[config.mk]
export PLATFORM = sky130hd
export DESIGN_NAME = hzd_ctrl
export DESIGN_NICKNAME = d
export VERILOG_FILES = /design/src/rtl/hzd_pkg.sv /design/src/rtl/hzd_writer_match.sv /design/src/rtl/hzd_operand_mux.sv /design/src/rtl/hzd_load_interlock.sv /design/src/rtl/hzd_store_bypass.sv /design/src/rtl/hzd_ctrl.sv
export SDC_FILE = /design/constraint.sdc
export NUM_CORES = 1
export LEC_CHECK = 0
export ABC_AREA = 1
export ABC_CLOCK_PERIOD_IN_PS = 800
export BUFFER_PORTS_ARGS = -buffer_cell sky130_fd_sc_hd__buf_2
export CORE_MARGIN = 4
export CORE_UTILIZATION = 35
export DETAILED_ROUTE_END_ITERATION = 6
export GPL_ROUTABILITY_DRIVEN = 0
export PLACE_DENSITY = 0.74
export REMOVE_ABC_BUFFERS = 1
export SYNTH_ARGS = -nofsm -noshare
export SYNTH_HDL_FRONTEND = slang
export SYNTH_SLANG_ARGS = --single-unit
export TNS_END_PERCENT = 20
[constraint.sdc]
create_clock -name vclk -period 0.8
set_input_delay 0 -clock vclk [all_inputs]
set_output_delay 0 -clock vclk [all_outputs]
set_load 0.01 [all_outputs]
[src/rtl/hzd_pkg.sv]
`timescale 1ns/1ps
package hzd_pkg;

    // Source encoding shared by both execute operand selects
    typedef enum logic [1:0] {
        BYP_REGFILE  = 2'b00,
        BYP_FROM_MEM = 2'b01,
        BYP_FROM_WB  = 2'b10
    } byp_sel_e;

    // Number of register sources per instruction and the one that carries store data
    localparam int unsigned NUM_SRC   = 2;
    localparam int unsigned SDATA_IDX = 1;

endpackage

[src/rtl/hzd_writer_match.sv]
`timescale 1ns/1ps
// One producer/consumer comparison: the producer writes a non-zero register equal to the source.
module hzd_writer_match #(
    parameter int unsigned RAW = 5
) (
    input  logic           wr_en,
    input  logic [RAW-1:0] dst,
    input  logic [RAW-1:0] src,
    output logic           hit
);

    localparam logic [RAW-1:0] ZERO_REG = '0;

    assign hit = wr_en && (dst != ZERO_REG) && (dst == src);

endmodule

[src/rtl/hzd_operand_mux.sv]
`timescale 1ns/1ps
// Chooses the bypass source of one execute operand, newer result first.
module hzd_operand_mux
    import hzd_pkg::*;
#(
    parameter int unsigned RAW = 5
) (
    input  logic           [RAW-1:0] src,
    input  logic                     mem_wr,
    input  logic           [RAW-1:0] mem_rd,
    input  logic                     wb_wr,
    input  logic           [RAW-1:0] wb_rd,
    output byp_sel_e                 sel
);

    logic mem_hit;
    logic wb_hit;

    hzd_writer_match #(.RAW(RAW)) u_mem_cmp (
        .wr_en (mem_wr),
        .dst   (mem_rd),
        .src   (src),
        .hit   (mem_hit)
    );

    hzd_writer_match #(.RAW(RAW)) u_wb_cmp (
        .wr_en (wb_wr),
        .dst   (wb_rd),
        .src   (src),
        .hit   (wb_hit)
    );

    always_comb begin
        unique casez ({mem_hit, wb_hit})
            2'b1?:   sel = BYP_FROM_MEM;
            2'b01:   sel = BYP_FROM_WB;
            2'b00:   sel = BYP_REGFILE;
            default: sel = BYP_REGFILE;
        endcase
    end

endmodule

[src/rtl/hzd_load_interlock.sv]
`timescale 1ns/1ps
// Detects an execute-stage load whose result a decode-stage source needs in execute.
module hzd_load_interlock
    import hzd_pkg::*;
#(
    parameter int unsigned RAW = 5
) (
    input  logic [NUM_SRC-1:0][RAW-1:0] src_addr,
    input  logic [NUM_SRC-1:0]          src_reads,
    input  logic                        dec_is_store,
    input  logic [RAW-1:0]              ex_rd,
    input  logic                        ex_wr,
    input  logic                        ex_load,
    output logic                        stall
);

    logic              load_wr;
    logic [NUM_SRC-1:0] need;

    assign load_wr = ex_wr & ex_load;

    for (genvar i = 0; i < NUM_SRC; i++) begin : g_src
        // The store data source is consumed in the memory stage and is bypassed there
        localparam bit IS_SDATA = (i == SDATA_IDX);
        logic used_in_ex;
        logic m;

        assign used_in_ex = src_reads[i] && !(IS_SDATA && dec_is_store);

        hzd_writer_match #(.RAW(RAW)) u_cmp (
            .wr_en (load_wr),
            .dst   (ex_rd),
            .src   (src_addr[i]),
            .hit   (m)
        );

        assign need[i] = used_in_ex & m;
    end

    assign stall = |need;

endmodule

[src/rtl/hzd_store_bypass.sv]
`timescale 1ns/1ps
// Memory-stage store data taken from a load sitting in write-back.
module hzd_store_bypass #(
    parameter int unsigned RAW = 5
) (
    input  logic           mem_store,
    input  logic [RAW-1:0] mem_rs2,
    input  logic           wb_wr,
    input  logic           wb_load,
    input  logic [RAW-1:0] wb_rd,
    output logic           take_wb
);

    logic hit;

    hzd_writer_match #(.RAW(RAW)) u_cmp (
        .wr_en (wb_wr & wb_load),
        .dst   (wb_rd),
        .src   (mem_rs2),
        .hit   (hit)
    );

    assign take_wb = mem_store & hit;

endmodule

[src/rtl/hzd_ctrl.sv]
`timescale 1ns/1ps
module hzd_ctrl
    import hzd_pkg::*;
#(
    parameter int unsigned RAW = 5
) (
    input  logic [RAW-1:0] dec_rs1,
    input  logic [RAW-1:0] dec_rs2,
    input  logic           dec_rd_rs1,
    input  logic           dec_rd_rs2,
    input  logic           dec_is_store,
    input  logic [RAW-1:0] ex_rs1,
    input  logic [RAW-1:0] ex_rs2,
    input  logic [RAW-1:0] ex_rd,
    input  logic           ex_wr,
    input  logic           ex_load,
    input  logic [RAW-1:0] mem_rd,
    input  logic [RAW-1:0] mem_rs2,
    input  logic           mem_wr,
    input  logic           mem_store,
    input  logic [RAW-1:0] wb_rd,
    input  logic           wb_wr,
    input  logic           wb_load,
    output logic [1:0]     byp_a_sel,
    output logic [1:0]     byp_b_sel,
    output logic           st_data_from_wb,
    output logic           pc_hold,
    output logic           ifid_hold,
    output logic           idex_bubble
);

    logic [NUM_SRC-1:0][RAW-1:0] ex_src;
    logic [NUM_SRC-1:0][RAW-1:0] dec_src;
    logic [NUM_SRC-1:0]          dec_reads;
    byp_sel_e                    op_sel [NUM_SRC];
    logic                        stall;

    assign ex_src    = {ex_rs2, ex_rs1};
    assign dec_src   = {dec_rs2, dec_rs1};
    assign dec_reads = {dec_rd_rs2, dec_rd_rs1};

    // One bypass selector per execute operand
    for (genvar k = 0; k < NUM_SRC; k++) begin : g_op
        hzd_operand_mux #(.RAW(RAW)) u_mux (
            .src    (ex_src[k]),
            .mem_wr (mem_wr),
            .mem_rd (mem_rd),
            .wb_wr  (wb_wr),
            .wb_rd  (wb_rd),
            .sel    (op_sel[k])
        );
    end

    assign byp_a_sel = op_sel[0];
    assign byp_b_sel = op_sel[1];

    hzd_load_interlock #(.RAW(RAW)) u_ilk (
        .src_addr     (dec_src),
        .src_reads    (dec_reads),
        .dec_is_store (dec_is_store),
        .ex_rd        (ex_rd),
        .ex_wr        (ex_wr),
        .ex_load      (ex_load),
        .stall        (stall)
    );

    hzd_store_bypass #(.RAW(RAW)) u_stb (
        .mem_store (mem_store),
        .mem_rs2   (mem_rs2),
        .wb_wr     (wb_wr),
        .wb_load   (wb_load),
        .wb_rd     (wb_rd),
        .take_wb   (st_data_from_wb)
    );

    // Freeze the front end and bubble execute for the one interlock cycle
    assign pc_hold     = stall;
    assign ifid_hold   = stall;
    assign idex_bubble = stall;

endmodule

==> run metrics <==
CP required 0.80 ns; Peak VDD IR 242.9 uV; die width 51.94 um; syn_area_per_cell 4.416 sq um; Starting Density 0.3789; setup TNS 0 ns; final worst slack 0.003078 ns; crit path capture type output pin; max incr delay on CP 0.22 ns; seq_cells 0; Die Ht 51.94 um; Post-Synth Simple-Gate Area 0.6148; hold_sp ex_wr; Max-slew headroom 0.8766; layout cells sized above 1 0.3732; Post-Synth Adder-Cell Area 0; Least-Margin Pin Slew 0.1837 ns; Leakage Power 0.6958 nW; Setup Crit Path Kind input pin to output pin; pre-CTS setup slack -0.01500 ns; number of synthesis warnings 0; PortBufs 57; post-synthesis mux area share 0; DR vias 1,010; DP HPWL 1.974 mm; combinational family with the most area after synthesis simple AND/OR/NAND/NOR gates; Crit path arrival time 0.80 ns; # rows 15; Synth Area in Compound Gates 0.04815; WL final 2.176 mm; area delta synth->final 54.26%; Crit Path Max Fanout 3; post-synthesis cell area 675.6 sq um; count of final hold-check violations 0; number of global-route vias before repair 965; Remaining Overflow, GRT 0; first-pass GRT wire length 3.739 mm; total power divided by cell area 458.2 mW/mm^2; Overall Global Routing Usage 0.1690; Critical Path Start Type input pin; Final nets 260; WL per Instance 9.299 um; DR iter-0 viols 13; Die Area 0.002697 sq mm; most common cell after layout, fill and taps aside nand2_1; Fillers 189; HP Class input pin to output pin; fin crit share 0.9962; XOR/XNOR share of the synthesized area 0.1426; antenna violations before repair 0; # DRC 0; Worst Hold Path EP ifid_hold; status finished clean; Max Transition Viols Final 0; Core Region 0.001783 sq mm; post-synth cell types 17; Final Critical Period 0.7969 ns; Seq/Total Area, Yosys 0; worst hold path cell count 4; Slowest-stage cell, CP o21ai_2; setup violators final 0; clock buf count 0; Avg Vias per Cell 4.316; register area 0 sq um; n_diodes 0; First-pass DRT Iterations 4; most frequent cells in the layout nand2_1, buf_2, nor2_1, inv_1, inv_2; largest net degree at the start of global routing 5; worst-path cell chain buf_8 > nand3b_1 > o21ai_2 > nor2_2 > nor2_1 > buf_2; RSZ-0062 raised after global routing true; Syn Inst Count 153; Antenna Nets Post-Route 0; fmax 1255 MHz; io pins 57; Max Cap Viol 0
Yosys cell counts, drive strengths merged:
master | n | area [sq um]
nand2 | 64 | 242.7
inv | 31 | 116.4
nor2 | 26 | 100.1
nand3 | 11 | 60.06
xnor2 | 6 | 52.55
xor2 | 5 | 43.79
a21oi | 2 | 10.01
buf | 2 | 15.01
o21ai | 2 | 10.00
o22ai | 2 | 12.51
nand3b | 1 | 7.510
nor3 | 1 | 5.000
critical path: cells and delay by family:
kind                   cells  cell delay (ns)
AO/OA/AOI/OAI              1             0.22
buffers and inverters      2             0.23
AND/OR/NAND/NOR            3             0.34
layer usage:
metal / wire (um) / GRT usage
met1: 897 / 0.2126
met2: 1165 / 0.3243
met3: 97 / 0.005731
met4: 16 / 0.01310
met5: 0 / 0
per-stage QoR:
| stage | hold WS, ns | std cells | power, W | instance area [sq um] | utilization |
|---|---|---|---|---|---|
| floorplan | 0.1321 | 151 | 0.0002275 | 660.6 | - |
| global placement | 0.3467 | 233 | 0.0004270 | 977.2 | 0.5481 |
| detailed placement | 0.3465 | 233 | 0.0004398 | 977.2 | 0.5481 |
| CTS | 0.3507 | 233 | 0.0004446 | 984.7 | 0.5523 |
| global route | 0.3671 | 234 | 0.0005420 | 1042 | 0.5846 |
| finish | 0.3476 | 234 | 0.0004775 | 1042 | 0.5846 |
cells by family (layout without fill, tap and decap cells):
logic type | count (synthesis) | after routing
XOR/XNOR | 11 | 11
AND/OR/NAND/NOR | 103 | 103
AO/OA/AOI/OAI | 6 | 6
buffers and inverters | 33 | 89
report_power, final:
group / leakage [nW] / internal (W) / switching (W)
clock network: 0 / 0 / 0
registers: 0 / 0 / 0
logic: 0.696 / 0.000231 / 0.000246
cell type report:
type,instances,area [sq um],share of cell area
timing repair buffer,58,332.8,0.3193
inverter,31,118.9,0.1140
tap,25,31.28,0.03001
multi-input combinational,120,559.3,0.5366
how the worst max path moves through the flow:
stage               start      endpoint  slack [ns]  cells after the start
2_1_floorplan  dec_rd_rs2   idex_bubble        0.03                      6
3_3_place_gp    mem_rd[4]  byp_b_sel[1]        0.02                      6
3_5_place_dp    mem_rd[3]  byp_b_sel[1]       -0.01                      7
4_1_cts         mem_rd[3]  byp_b_sel[1]        0.02                      7
5_1_grt         mem_rd[4]  byp_b_sel[1]       -0.06                      6
6_report        mem_rd[4]  byp_a_sel[1]       0.003                      6
what timing repair did:
item | in CTS | in global routing
cloned | 0 | 0
setup buffers | 0 | 1
setup endpoints to repair | 5 | 8
gates resized for setup | 2 | 20
hold buffers | 0 | 0
pin swaps | 0 | 13
Note: power is estimated with default switching activity, not from simulation.
